===== config.mk =====
export PLATFORM = sky130hd
export DESIGN_NAME = swd_host
export DESIGN_NICKNAME = d
export VERILOG_FILES = /design/src/rtl/swd_pkg.sv /design/src/rtl/swd_clkgen.sv /design/src/rtl/swd_seq.sv /design/src/rtl/swd_host.sv
export SDC_FILE = /design/constraint.sdc
export NUM_CORES = 1
export LEC_CHECK = 0
export BUFFER_PORTS_ARGS = -buffer_cell sky130_fd_sc_hd__buf_4
export CORE_MARGIN = 4
export CORE_UTILIZATION = 40
export CTS_CLUSTER_SIZE = 10
export DETAILED_ROUTE_END_ITERATION = 12
export GPL_TIMING_DRIVEN = 1
export SLEW_MARGIN = 20
export SYNTH_ARGS = -nofsm -noshare
export SYNTH_HDL_FRONTEND = slang
export SYNTH_SLANG_ARGS = --single-unit

===== constraint.sdc =====
create_clock -name clk -period 2.3 [get_ports clk]
set_clock_uncertainty 0.05 [all_clocks]
set_input_delay 0.46 -clock clk [delete_from_list [all_inputs] [get_ports clk]]
set_output_delay 0.46 -clock clk [all_outputs]
set_load 0.01 [all_outputs]

===== src/rtl/swd_pkg.sv =====
package swd_pkg;

  typedef enum logic [2:0] {
    PH_IDLE,
    PH_HDR,
    PH_TRN1,
    PH_ACK,
    PH_RD,
    PH_TRN2,
    PH_WR,
    PH_TAIL
  } phase_e;

  localparam logic [2:0] ACK_OK = 3'b001;

  // Header byte in wire order (bit 0 first): start, port, dir, a0, a1, parity, stop, park
  function automatic logic [7:0] hdr_byte(logic ap, logic rd, logic [1:0] a);
    return {1'b1, 1'b0, ap ^ rd ^ a[0] ^ a[1], a[1], a[0], rd, ap, 1'b1};
  endfunction

endpackage


===== src/rtl/swd_clkgen.sv =====
module swd_clkgen #(
  parameter int DIV_W = 8
) (
  input  logic             clk,
  input  logic             rst_n,
  input  logic             start,
  input  logic [DIV_W-1:0] div,
  input  logic             run,
  output logic             swclk,
  output logic             rise,
  output logic             fall
);

  logic [DIV_W-1:0] div_q;
  logic [DIV_W-1:0] cnt;
  logic             hi;
  logic             at_end;

  assign at_end = (cnt == div_q);
  assign rise   = run && !hi && at_end;
  assign fall   = run &&  hi && at_end;
  assign swclk  = hi;

  always_ff @(posedge clk or negedge rst_n) begin
    if (!rst_n) begin
      div_q <= '0;
      cnt   <= '0;
      hi    <= 1'b0;
    end else begin
      if (start) div_q <= div;
      if (!run) begin
        cnt <= '0;
        hi  <= 1'b0;
      end else if (at_end) begin
        cnt <= '0;
        hi  <= ~hi;
      end else begin
        cnt <= cnt + 1'b1;
      end
    end
  end

endmodule


===== src/rtl/swd_seq.sv =====
module swd_seq
  import swd_pkg::*;
#(
  parameter int TRN_W     = 2,
  parameter int DATA_W    = 32,
  parameter int TAIL_BITS = 8
) (
  input  logic              clk,
  input  logic              rst_n,
  input  logic [TRN_W-1:0]  cfg_trn,
  input  logic              req_valid,
  output logic              req_ready,
  input  logic              req_read,
  input  logic              req_ap,
  input  logic [1:0]        req_addr,
  input  logic [DATA_W-1:0] req_wdata,
  output logic              rsp_valid,
  input  logic              rsp_ready,
  output logic [2:0]        rsp_ack,
  output logic [DATA_W-1:0] rsp_rdata,
  output logic              rsp_perr,
  input  logic              rise,
  input  logic              fall,
  output logic              run,
  output logic              start,
  input  logic              swdio_in,
  output logic              swdio_out,
  output logic              swdio_oe
);

  localparam int CNT_W = $clog2(DATA_W + TAIL_BITS + (1 << TRN_W) + 8);

  phase_e            ph;
  logic [CNT_W-1:0]  bcnt;
  logic [CNT_W-1:0]  last;
  logic [TRN_W-1:0]  trn_q;
  logic              rd_q;
  logic [7:0]        hdr_sh;
  logic [DATA_W:0]   wr_sh;
  logic [DATA_W:0]   rd_sh;
  logic [2:0]        ack_sh;
  logic              ack_ok;

  assign req_ready = (ph == PH_IDLE) && !rsp_valid;
  assign start     = req_valid && req_ready;
  assign run       = (ph != PH_IDLE);
  assign ack_ok    = (ack_sh == ACK_OK);

  always_comb begin
    case (ph)
      PH_HDR:          last = CNT_W'(7);
      PH_TRN1, PH_TRN2: last = CNT_W'(trn_q);
      PH_ACK:          last = CNT_W'(2);
      PH_RD, PH_WR:    last = CNT_W'(DATA_W);
      PH_TAIL:         last = CNT_W'(TAIL_BITS - 1);
      default:         last = '0;
    endcase
  end

  always_comb begin
    swdio_oe  = 1'b0;
    swdio_out = 1'b0;
    case (ph)
      PH_HDR: begin
        swdio_oe  = (bcnt != CNT_W'(7));
        swdio_out = hdr_sh[0];
      end
      PH_WR: begin
        swdio_oe  = 1'b1;
        swdio_out = wr_sh[0];
      end
      PH_TAIL: swdio_oe = 1'b1;
      default: ;
    endcase
  end

  always_ff @(posedge clk or negedge rst_n) begin
    if (!rst_n) begin
      ph        <= PH_IDLE;
      bcnt      <= '0;
      trn_q     <= '0;
      rd_q      <= 1'b0;
      hdr_sh    <= '0;
      wr_sh     <= '0;
      rd_sh     <= '0;
      ack_sh    <= '0;
      rsp_valid <= 1'b0;
      rsp_ack   <= '0;
      rsp_rdata <= '0;
      rsp_perr  <= 1'b0;
    end else begin
      if (rsp_valid && rsp_ready) rsp_valid <= 1'b0;
      if (start) begin
        ph     <= PH_HDR;
        bcnt   <= '0;
        trn_q  <= cfg_trn;
        rd_q   <= req_read;
        hdr_sh <= hdr_byte(req_ap, req_read, req_addr);
        wr_sh  <= {^req_wdata, req_wdata};
      end
      if (rise) begin
        if (ph == PH_ACK) ack_sh <= {swdio_in, ack_sh[2:1]};
        if (ph == PH_RD)  rd_sh  <= {swdio_in, rd_sh[DATA_W:1]};
      end
      if (fall) begin
        if (ph == PH_HDR) hdr_sh <= hdr_sh >> 1;
        if (ph == PH_WR)  wr_sh  <= wr_sh >> 1;
        if (bcnt != last) begin
          bcnt <= bcnt + 1'b1;
        end else begin
          bcnt <= '0;
          case (ph)
            PH_HDR:  ph <= PH_TRN1;
            PH_TRN1: ph <= PH_ACK;
            PH_ACK:  ph <= (ack_ok && rd_q) ? PH_RD : PH_TRN2;
            PH_RD:   ph <= PH_TRN2;
            PH_TRN2: ph <= (ack_ok && !rd_q) ? PH_WR : PH_TAIL;
            PH_WR:   ph <= PH_TAIL;
            PH_TAIL: begin
              ph        <= PH_IDLE;
              rsp_valid <= 1'b1;
              rsp_ack   <= ack_sh;
              rsp_rdata <= (ack_ok && rd_q) ? rd_sh[DATA_W-1:0] : '0;
              rsp_perr  <= ack_ok && rd_q && ((^rd_sh[DATA_W-1:0]) != rd_sh[DATA_W]);
            end
            default: ph <= PH_IDLE;
          endcase
        end
      end
    end
  end

endmodule


===== src/rtl/swd_host.sv =====
module swd_host #(
  parameter int DIV_W     = 8,
  parameter int TRN_W     = 2,
  parameter int DATA_W    = 32,
  parameter int TAIL_BITS = 8
) (
  input  logic              clk,
  input  logic              rst_n,
  input  logic [DIV_W-1:0]  cfg_div,
  input  logic [TRN_W-1:0]  cfg_trn,
  input  logic              req_valid,
  output logic              req_ready,
  input  logic              req_read,
  input  logic              req_ap,
  input  logic [1:0]        req_addr,
  input  logic [DATA_W-1:0] req_wdata,
  output logic              rsp_valid,
  input  logic              rsp_ready,
  output logic [2:0]        rsp_ack,
  output logic [DATA_W-1:0] rsp_rdata,
  output logic              rsp_perr,
  output logic              swclk,
  output logic              swdio_out,
  output logic              swdio_oe,
  input  logic              swdio_in
);

  logic run;
  logic start;
  logic rise;
  logic fall;

  swd_clkgen #(.DIV_W(DIV_W)) u_clk (
    .clk   (clk),
    .rst_n (rst_n),
    .start (start),
    .div   (cfg_div),
    .run   (run),
    .swclk (swclk),
    .rise  (rise),
    .fall  (fall)
  );

  swd_seq #(.TRN_W(TRN_W), .DATA_W(DATA_W), .TAIL_BITS(TAIL_BITS)) u_seq (
    .clk       (clk),
    .rst_n     (rst_n),
    .cfg_trn   (cfg_trn),
    .req_valid (req_valid),
    .req_ready (req_ready),
    .req_read  (req_read),
    .req_ap    (req_ap),
    .req_addr  (req_addr),
    .req_wdata (req_wdata),
    .rsp_valid (rsp_valid),
    .rsp_ready (rsp_ready),
    .rsp_ack   (rsp_ack),
    .rsp_rdata (rsp_rdata),
    .rsp_perr  (rsp_perr),
    .rise      (rise),
    .fall      (fall),
    .run       (run),
    .start     (start),
    .swdio_in  (swdio_in),
    .swdio_out (swdio_out),
    .swdio_oe  (swdio_oe)
  );

endmodule


======== Yosys cells after proc, flatten, opt, wreduce, memory -nomap -nowiden ========
Cells that the tools add are included.
operators by class
  add/subtract/negate cells ............... 2
  equality and inequality tests ........... 13
  mux-type cells .......................... 27
  bitwise gates (word level) .............. 5
  reductions and logical operators ........ 25
operator list
  kind                 count
  $mux 33              3
  $reduce_xor 32->1    2
  $mux 8               5
  $mux 32              1
  $pmux 6 s4           1
  $mux 6               3
  $pmux 3 s6           1
  $eq 3x3->1 const B   4
  $logic_and 1x1->1    10
  $mux 3               3
  $add 8x1->8 const B  1
  $eq 8x8->1           1
  $mux 1               8
  $reduce_or 2->1      4
  $add 6x1->6 const B  1
  $eq 3x1->1 const B   2
  $eq 3x2->1 const B   2
  $ne 6x3->1 const B   1
  $ne 6x6->1           1
  $pmux 1 s2           2
  $reduce_and 2->1     2
  $logic_not 1->1      3
  $logic_not 3->1      1
  $reduce_and 3->1     1
  6 further kinds      9
word-level totals
  bits in registers ....................... 143
  input bits .............................. 51
  output and inout port bits .............. 41
  logic and storage cells ................. 87

======== Longest topological paths before layout ========
Gate-level depths: netlist of the first run.
  depth after elaboration ................. 6
  gate-level depth with buffers ........... 9
  mapped depth without buffers ............ 6

======== Modules after synthesis ========
Synthesis of the first run repeated with hierarchy kept, for this count alone.
second synthesis, totals
  cell total of the unflattened synthesis .. 678
  area, all modules ....................... 6872.8 µm²
modules (own cells, without submodules)
  module      instances  cells an instance  area an instance (µm²)  seq. area each (µm²)
  swd_seq     1          612                6032.0                  3153.0
  swd_clkgen  1          66                 840.8                   425.4

======== Worst setup path before layout of the first run ========
No wires, ideal clock.
  kind .................................... flip-flop to flip-flop
  start point ............................. reg u_clk.cnt[0]
  end point ............................... reg u_seq.rd_sh[10]
  library setup time ...................... 0.125 ns
  arrival time ............................ 1.952 ns
  required time ........................... 2.125 ns
  setup slack ............................. 0.174 ns
  cell stages (with the launch flop) ...... 7
  path buffers ............................ 1
  clock period less this slack ............ 2.126 ns
  cell sequence ........................... dfrtp_1 xnor2_1 nand4_1 or3_4 nor4_4 buf_6 mux2_2
between the ends
  word-level cells in the longest chain between the ends .. 3
RTL lines
  item                        RTL line          source
  from (decl)                 swd_clkgen.sv:15  logic [DIV_W-1:0] cnt;
  from (signal assigned)      swd_clkgen.sv:38  cnt <= cnt + 1'b1;
  $eq 8x8->1                  swd_clkgen.sv:19  assign at_end = (cnt == div_q);
  $logic_and 1x1->1           swd_clkgen.sv:20  assign rise = run && !hi && at_end;
  $reduce_and 2->1 (no line)  --
  to (signal assigned)        swd_seq.sv:103    if (ph == PH_RD) rd_sh <= {swdio_in, rd_sh[DATA_W:1]};
  to (decl)                   swd_seq.sv:40     logic [DATA_W:0] rd_sh;
Every way passes these cells.
A chain may end at the register's enable or synchronous reset.

======== Final worst setup path of the first run ========
  start point ............................. reg u_clk.cnt[5]
  end point ............................... reg u_seq.rd_sh[23]
Same word-level chain as after synthesis.

==> flow_metrics.env, run 1 <==
export IMPL_cts_root_buffer="clkbuf_16"
export IMPL_drt_pass1_iter_count=5
export IMPL_hold_violations=0
export IMPL_ios=92
export IMPL_holdCritPathClass="input port to flip-flop"
export IMPL_num_antenna_cells=0
export IMPL_setup_worst_path_end_class="flip-flop"
export IMPL_numCtsBuffers=17
export IMPL_vias=5124
export IMPL_setup_ws_ps=-33.91
export IMPL_drive_above_1_share_pct=26.35
export IMPL_rsz0062_at_grt="yes"
export IMPL_portBuffers=91
export IMPL_finalCritPeriodShare_pct=101.5
export IMPL_fp_dieArea_um2=19650
export IMPL_max_freq_mhz=428.5
export IMPL_final_nets=853
export IMPL_wl_um=15400
export IMPL_synthCells=693
export IMPL_syn_to_final_growth_pct=26.82
export IMPL_clock_sinks=143
export IMPL_worst_pin_slew_ps=545.5
export IMPL_grt_max_degree=66
export IMPL_post_route_drc_count=0
export IMPL_viasPerCell=4.941
export IMPL_ir_drop_uv=759.7
export IMPL_layout_commonest_cell="nand2_1"
export IMPL_avgSynthCellArea_um2=10.08
export IMPL_ys_seq_elements=143
export IMPL_switching_share_pct=25.97
export IMPL_async_flop_share_pct=100.0
export IMPL_initial_core_util_pct=40.54
export IMPL_pre_cts_ws_ps=61.24
export IMPL_cts_tree="done"
export IMPL_p_leak_nw=4.002
export IMPL_grt_first_pass_wirelength_um=25030
export IMPL_core_area_um2=17240
export IMPL_clockBufferDepth=2
export IMPL_cpMaxStageDelayCell="or3_4"
export IMPL_violations="setup timing"
export IMPL_grt_pass1_vias=5070
export IMPL_combPwrFrac_pct=15.9
export IMPL_syn_num_nets=746
export IMPL_h_tree_depth=4
export IMPL_holdWs_ps=187.6
export IMPL_ys_types=49
export IMPL_fp_row_count=48
export IMPL_layout_common_cells="nand2_1, dfrtp_1, buf_4, xnor2_1, nor2_1"
export IMPL_r2r_slack_ps=-30
export IMPL_setup_violations=20
export IMPL_yosysSeqAreaShare_pct=51.21
export IMPL_internal_power_mw=5.458
export IMPL_wl_met1_um=6944
export IMPL_insertion_delay_ps=420
export IMPL_slew_headroom_pct=63.39
export IMPL_finalCriticalPeriod_ps=2334
export IMPL_drt_iter0_drc=237
export IMPL_pwr_share_clk_pct=40.4
export IMPL_ys_flop_type="dfrtp_1"
export IMPL_pwr_share_seq_pct=43.7
export IMPL_ant_nets=0
export IMPL_status="finished with violations"
export IMPL_dp_final_hpwl_um=10490
export IMPL_netlist_area_um2=6988
export IMPL_wire_per_inst_um=14.85
export IMPL_topRoutingLayerUsed="met4"
export IMPL_route_met2_wl_um=7561
export IMPL_overflow=0
export IMPL_synth_edf_count=0
export IMPL_fin_util_pct=51.42
export IMPL_grtUsageTotal_pct=15.70
export IMPL_gp_congestion=0.8241
export IMPL_arrival_ps=2580
export IMPL_switching_power_mw=1.915
export IMPL_crit_fanout=8
export IMPL_power_mw=7.373
export IMPL_drv_slew=0
export IMPL_crit_required_ps=2550
export IMPL_path_class="flip-flop to flip-flop"
export IMPL_slowest_delay_ps=450
export IMPL_drv_cap=0
export IMPL_antenna_found_initial=0
export IMPL_chipWidth_um=140.2
export IMPL_crit_chain="xnor2_2, nand4_1, or3_4, nor4_4, buf_6, clkbuf_16, mux2_2"
export IMPL_cp_start_kind="flip-flop"
export IMPL_met3_length_um=783
export IMPL_clk_pin_slew_ps=60
export IMPL_yosysWarnings=0
export IMPL_cellPowerDensity_nw_per_um2=831.9
export IMPL_die_y_um=140.2
[power by group through the flow]
stage / clock (mW) / sequential, mW / combinational [mW]
final: 2.98 / 3.22 / 1.17
after floorplan: 0 / 3.18 / 0.782
after global placement: 0 / 3.24 / 1.09
after global routing: 3.16 / 3.28 / 1.34
after CTS: 3.04 / 3.21 / 1.13
after detailed placement: 0 / 3.25 / 1.12
[sequential cells by signal, indices dropped and copies added, names as in the netlist]
signal,cells
u_seq.rd_sh,33
u_seq.wr_sh,33
u_seq.rsp_rdata,32
u_clk.cnt,8
u_clk.div_q,8
u_seq.hdr_sh,8
u_seq.bcnt,6
u_seq.ack_sh,3
u_seq.ph,3
u_seq.rsp_ack,3
u_seq.trn_q,2
u_clk.swclk,1
u_seq.rd_q,1
u_seq.rsp_perr,1
u_seq.rsp_valid,1
[cell families after synthesis]
family	share of synthesized area [%]
xor gates and xnor gates	10.60
AOI/OAI and AO/OA	6.500
buffers and inverters	5.193
adders and majority gates	0.3580
DFF	51.21
muxes	11.44
and+or+nand+nor	14.70
[worst max-delay path: cells and delay by family, from the launching register on]
kind          cells  cell delay (ps)
simple gates      3              870
mux               1              330
xor+xnor          1              180
buf+inv           2              350
flops             1              430
[layout make-up]
cell class,count,area [um^2]
multi-input combinational,472,3139
tap,225,281.5
timing repair buffer,127,1065
inverter,39,146.4
sequential,143,3587
fill,1551,8374
clock inverter,13,214.0
clock buffer,18,429.2
[repair_timing]
action	CTS	global route
setup endpoints to repair	0	72
hold buffers	1	0
gates resized for setup	0	26
setup buffers	0	7
hold endpoints to repair	43	0
[metrics by stage]
stage | instances | setup TNS, ps | area, um^2
floorplan | 693 | 0 | 6988
global placement | 995 | 0 | 8008
detailed placement | 995 | 0 | 8008
CTS | 1027 | 0 | 8661
global route | 1037 | -2644 | 8862
finish | 1037 | -327.0 | 8862
[cell usage after synthesis, drive strengths merged (2+ instances only)]
cell type  instances  area, um^2
nor3               6       30.03
a31oi             35       219.0
xor2              13       113.9
a21oi              5       25.02
nor4               3       33.78
or3                3       23.77
nor2              48       180.2
nand3             12       60.06
inv               39       146.4
and3               6       37.54
nand4              4       25.02
buf               15       126.4
a21bo              2       20.02
ha                 2       25.02
mux2              39       439.2
mux2i             36       360.4
dfrtp            143        3578
nor2b              2       12.51
o21ai             16       80.07
nand2            147       551.8
xnor2             69       604.3
nand2b             4       25.02
clkbuf            24       90.09
nor4b              2       17.52
[routing by layer]
layer  global-route usage [%]  vias up
li1                         -     2500
met1                    20.31     2501
met2                    25.78      111
met3                    4.985       12
met4                    3.825        0
met5                        0        -
[worst paths after layout]
path                                      start               to  cells past startpoint
worst max register to register     u_clk.cnt[5]  u_seq.rd_sh[23]                      7
worst max-delay path               u_clk.cnt[5]  u_seq.rd_sh[23]                      7
max in group asynchronous                 rst_n   u_seq.rd_sh[9]                      3
worst min-delay path                  rsp_ready  u_seq.rsp_valid                      2
min in group asynchronous                 rst_n  u_seq.hdr_sh[6]                      2
worst min register to register  u_seq.hdr_sh[7]  u_seq.hdr_sh[6]                      2
(Power assumes the default switching activity.)
==> inputs of run 2 (changes only) <==
Settings changed: PLACE_DENSITY from default to 0.59.
==> run 2 against run 1 <==
The flow now finishes without violations. Combinational power about the same. Cell area decreased by 2.0%. Non-clock buffer count down 9. Routed wire length shrank 2.6%.
==> flow_metrics.env, run 2 (synthesis results as in run 1) <==
export IMPL_status="completed"
export IMPL_drt_pass1_iter_count=4
export IMPL_clock_sinks=143
export IMPL_wl_um=15000
export IMPL_crit_fanout=16
export IMPL_setup_ws_ps=28.81
export IMPL_numCtsBuffers=17
export IMPL_p_leak_nw=3.923
export IMPL_regArea_um2=3582
export IMPL_grtUsageTotal_pct=15.27
export IMPL_slew_headroom_pct=63.27
export IMPL_viasPerCell=4.877
export IMPL_worst_pin_slew_ps=547.3
export IMPL_fill_cells=1562
export IMPL_biggestRegsByFlops="u_seq.rd_sh (33), u_seq.wr_sh (33), u_seq.rsp_rdata (32)"
export IMPL_syn_to_final_growth_pct=24.32
export IMPL_setup_worst_path_end_class="flip-flop"
export IMPL_gp_congestion=0.8074
export IMPL_cts_tree="done"
export IMPL_cts_root_buffer="clkbuf_16"
export IMPL_ant_nets=0
export IMPL_vias=5018
export IMPL_fp_dieArea_um2=19650
export IMPL_final_nets=844
export IMPL_die_y_um=140.2
export IMPL_finalCriticalPeriod_ps=2271
export IMPL_overflow=0
export IMPL_drv_slew=0
export IMPL_dp_final_hpwl_um=10410
export IMPL_fp_row_count=48
export IMPL_antenna_found_initial=0
export IMPL_ios=92
export IMPL_layout_common_cells="nand2_1, dfrtp_1, buf_4, xnor2_1, nor2_1"
export IMPL_wire_per_inst_um=14.58
export IMPL_crit_required_ps=2540
export IMPL_drv_cap=0
export IMPL_path_class="flip-flop to flip-flop"
export IMPL_cp_start_kind="flip-flop"
export IMPL_grt_max_degree=66
export IMPL_drive_above_1_share_pct=25.37
export IMPL_fin_tns_setup_ps=0
export IMPL_cellPowerDensity_nw_per_um2=805.8
export IMPL_grt_first_pass_wirelength_um=24470
export IMPL_max_freq_mhz=440.3
export IMPL_finalCritPeriodShare_pct=98.75
export IMPL_grt_pass1_vias=5000
export IMPL_hold_violations=0
export IMPL_chipWidth_um=140.2
export IMPL_pre_cts_ws_ps=50.41
export IMPL_holdCritPathClass="input port to flip-flop"
export IMPL_clockBufferDepth=2
export IMPL_num_antenna_cells=0
export IMPL_portBuffers=91
export IMPL_insertion_delay_ps=410
export IMPL_arrival_ps=2520
export IMPL_multi_input_area_um2=3097
export IMPL_drt_iter0_drc=302
export IMPL_initial_core_util_pct=40.54
export IMPL_post_route_drc_count=0
export IMPL_layout_commonest_cell="nand2_1"
export IMPL_core_area_um2=17240
export IMPL_h_tree_depth=4
export IMPL_clk_pin_slew_ps=60
export IMPL_setup_violations=0
export IMPL_ir_drop_uv=496.2
==> run 2: changes by cell type in the layout (fill, tap and decap cells not counted), sizes merged <==
cell / delta
buf: -9
clkinvlp: +1
clkbuf: +2
bufinv: -4
clkinv: +2
==> run 2: final timing paths <==
kind                            startpoint                  end  slack [ps]  cells past startpoint
min in group asynchronous            rst_n       u_clk.div_q[4]         530                      2
setup / recovery              u_clk.cnt[0]      u_seq.rd_sh[23]          30                      7
hold / removal                  cfg_div[4]       u_clk.div_q[4]         190                      3
hold reg to reg            u_seq.hdr_sh[5]      u_seq.hdr_sh[4]         440                      2
max in group asynchronous            rst_n  u_seq.rsp_rdata[15]         960                      3
setup reg to reg              u_clk.cnt[0]      u_seq.rd_sh[23]          30                      7
==> run 2: through the flow <==
stage          hold slack (ps)  std cells  power, mW  area [um^2]  util (%)
4_1_cts                  166.0       1023      7.064         8579     49.78
2_1_floorplan            114.4        693      3.958         6988         -
5_1_grt                  165.7       1029      7.387         8687     50.40
3_3_place_gp             408.8        990      4.309         7983     46.31
6_report                 185.1       1029      7.000         8687     50.40
3_5_place_dp             420.3        990      4.369         7983     46.31
==> run 2: what timing repair did <==
action | in CTS | in global routing
endpoints found under the hold margin | 53 | 0
gates cloned | 0 | 2
resized for setup | 3 | 7
hold buffers | 1 | 0
buffers inserted | 0 | 4
pin swaps | 0 | 1
endpoints found under the setup margin | 3 | 74
==> run 2: critical path, cell delays in order (launching register included) <==
cell and delay, ps:
dfrtp_1 440, xnor2_1 180, nand4_1 170, or3_4 440
nor4_4 140, buf_4 190, clkbuf_16 190, mux2_2 350
==> run 2: routing by layer <==
metal | vias up | part of all wire [%] | track usage [%]
li1 | 2483 | - | -
met1 | 2429 | 46 | 20.15
met2 | 93 | 49 | 24.57
met3 | 13 | 4.8 | 4.473
met4 | 0 | 0.93 | 4.386
met5 | - | 0 | 0
==> run 2: cell type report <==
cell class	count	share of cell area [%]
clock buffer	20	5.372
clock inverter	12	1.282
inverter	39	1.685
multi-input combinational	472	35.65
sequential	143	41.24
tap	225	3.241
timing repair buffer	118	11.54
==> run 2: report_power, final <==
group | internal, mW | total, mW | switching [mW]
clock network | 1.58 | 2.64 | 1.06
logic | 0.584 | 1.15 | 0.564
registers | 2.92 | 3.21 | 0.288
total | 5.08 | 7.00 | 1.92
==> inputs of run 3 (changes only) <==
==> constraint.sdc (replaced) <==
create_clock -name clk -period 2.3 [get_ports clk]
set_clock_uncertainty 0.05 [all_clocks]
set_input_delay 0.115 -clock clk [delete_from_list [all_inputs] [get_ports clk]]
set_output_delay 0.115 -clock clk [all_outputs]
set_load 0.01 [all_outputs]
==> run 3 against run 2 <==
First-iteration DRC count shrank 13%. Global-route usage grew 0.93 points. Via count grew 4.1%. Combinational power grew 9%. Critical path depth is the same. Sequential power is essentially flat. Flip-flop and latch count is the same. Final cell count grew 4.9%. Count of clock-buffer cells in the layout grew 2. Largest cell class unchanged. Critical endpoint is now u_seq.rd_sh[18].
==> flow_metrics.env, run 3 (synthesis results as in run 1) <==
export IMPL_clk_pin_slew_ps=60
export IMPL_cp_start_kind="flip-flop"
export IMPL_arrival_ps=2490
export IMPL_grt_pass1_vias=5314
export IMPL_layout_commonest_cell="nand2_1"
export IMPL_cts_tree="done"
export IMPL_portBuffers=91
export IMPL_layout_common_cells="nand2_1, dfrtp_1, buf_4, xnor2_1, dlygate4sd3_1"
export IMPL_slowest_delay_ps=440
export IMPL_grtUsageTotal_pct=16.20
export IMPL_worst_path_buf_inv=2
export IMPL_min_to="u_clk.div_q[4]"
export IMPL_cellPowerDensity_nw_per_um2=812.0
export IMPL_finalCriticalPeriod_ps=2232
export IMPL_syn_to_final_growth_pct=32.43
export IMPL_wl_um=15780
export IMPL_cpMaxStageDelayCell="or3_4"
export IMPL_cts_root_buffer="clkbuf_16"
export IMPL_vias=5225
export IMPL_crit_fanout=16
export IMPL_setup_violations=0
export IMPL_biggestRegsByFlops="u_seq.rd_sh (33), u_seq.wr_sh (33), u_seq.rsp_rdata (32)"
export IMPL_pwr_share_clk_pct=40.6
export IMPL_insertion_delay_ps=420
export IMPL_reg2reg_depth=7
export IMPL_hold_violations=0
export IMPL_crit_required_ps=2560
export IMPL_drive_above_1_share_pct=23.42
export IMPL_ios=92
export IMPL_status="completed"
export IMPL_slew_headroom_pct=62.31
export IMPL_fp_dieArea_um2=19650
export IMPL_dp_final_hpwl_um=10230
export IMPL_combPwrFrac_pct=16.7
export IMPL_power_mw=7.514
export IMPL_h_tree_depth=4
export IMPL_finalCritPeriodShare_pct=97.03
export IMPL_min_path_cells=5
export IMPL_dpl_cell_count=990
export IMPL_switching_power_mw=1.915
export IMPL_max_freq_mhz=448.1
export IMPL_viasPerCell=4.842
export IMPL_clock_sinks=143
export IMPL_die_y_um=140.2
export IMPL_hold_start="req_valid"
export IMPL_ir_drop_uv=523.2
export IMPL_core_area_um2=17240
export IMPL_drt_iter0_drc=263
export IMPL_overflow=0
export IMPL_worst_pin_slew_ps=561.6
export IMPL_p_leak_nw=4.168
export IMPL_switching_share_pct=25.49
export IMPL_post_route_drc_count=0
export IMPL_clockBufferDepth=2
export IMPL_num_antenna_cells=0
export IMPL_drv_slew=0
export IMPL_initial_core_util_pct=40.54
export IMPL_setup_worst_path_end_class="flip-flop"
export IMPL_cpLargestDelayFamily="simple AND/OR/NAND/NOR gates"
export IMPL_final_nets=895
export IMPL_drt_pass1_iter_count=6
export IMPL_wire_per_inst_um=14.62
export IMPL_grt_first_pass_wirelength_um=26130
export IMPL_grt_max_degree=66
export IMPL_r2r_slack_ps=70
export IMPL_pwr_share_seq_pct=42.7
export IMPL_drv_cap=0
export IMPL_crit_chain="xnor2_1, nand4_1, or3_4, nor4_4, buf_6, clkbuf_16, mux2_2"
export IMPL_ant_nets=0
export IMPL_r2r_start="u_clk.cnt[1]"
export IMPL_holdCritPathClass="input port to flip-flop"
export IMPL_fill_cells=1493
export IMPL_numCtsBuffers=17
export IMPL_internal_power_mw=5.598
export IMPL_antenna_found_initial=0
export IMPL_chipWidth_um=140.2
export IMPL_path_class="flip-flop to flip-flop"
export IMPL_fp_row_count=48
export IMPL_final_cells=1079
export IMPL_r2r_end="u_seq.rd_sh[18]"
export IMPL_holdWs_ps=121.7
export IMPL_gp_congestion=0.7992
run 3: cell types whose count changed in the layout (fill, tap and decap cells not counted), sizes merged:
cell and delta:
buf +2, bufinv +4, clkbuf +3, clkinv -5
clkinvlp -2, dlygate4sd3 +48
run 3: layout make-up:
type                       count  area (um^2)  share of cell area [%]
clock inverter                 9        180.2                   1.947
sequential                   143         3582                   38.71
timing repair buffer         169         1514                   16.36
clock buffer                  22        474.2                   5.124
multi-input combinational    472         3075                   33.23
inverter                      39        146.4                   1.582
tap                          225        281.5                   3.042
run 3: routing by layer:
layer / GRT usage, % / up-vias / part of all wire (%)
li1: - / 2579 / -
met1: 21.34 / 2526 / 46
met2: 26.81 / 107 / 49
met3: 3.995 / 13 / 4.2
met4: 4.335 / 0 / 0.93
met5: 0 / - / 0
run 3: worst register-to-register path, delay by kind of cell (launching register included):
kind,cells,cell delay (ps)
flip-flops,1,430
multiplexers,1,340
XOR/XNOR,1,170
AND/OR/NAND/NOR,3,770
buffers and inverters,2,350
run 3: stage by stage:
step	worst slack (ps)	setup TNS [ps]	area [um^2]	utilization, %
2_1_floorplan	173.5	0	6988	-
6_report	68.25	0	9254	53.69
3_5_place_dp	21.08	0	7970	46.24
4_1_cts	4.416	0	9115	52.88
5_1_grt	-18.43	-217.0	9254	53.69
3_3_place_gp	92.95	0	7970	46.24
run 3: how the worst max path moves through the flow:
stage | startpoint | end | slack (ps) | depth (start not counted)
floorplan | u_clk.cnt[0] | u_seq.rd_sh[10] | 170 | 6
global placement | u_seq.ph[2] | u_seq.rsp_rdata[26] | 90 | 7
detailed placement | u_seq.ph[2] | u_seq.rsp_rdata[31] | 20 | 7
CTS | u_seq.ph[2] | u_seq.rsp_rdata[3] | 4 | 7
global route | u_clk.cnt[0] | u_seq.rd_sh[18] | -20 | 7
finish | u_clk.cnt[1] | u_seq.rd_sh[18] | 70 | 7
run 3: power by group through the flow:
| stage | clock [mW] | sequential, mW | combinational (mW) |
|---|---|---|---|
| 2_1_floorplan | 0 | 3.18 | 0.782 |
| 3_3_place_gp | 0 | 3.23 | 1.08 |
| 3_5_place_dp | 0 | 3.25 | 1.11 |
| 4_1_cts | 3.11 | 3.22 | 1.19 |
| 5_1_grt | 3.23 | 3.25 | 1.41 |
| 6_report | 3.05 | 3.21 | 1.25 |
run 3: timing repair:
action,in CTS,in global routing
gates resized for setup,0,7
hold buffers,49,0
setup buffers,0,6
endpoints found under the hold margin,103,0
setup endpoints to repair,0,74
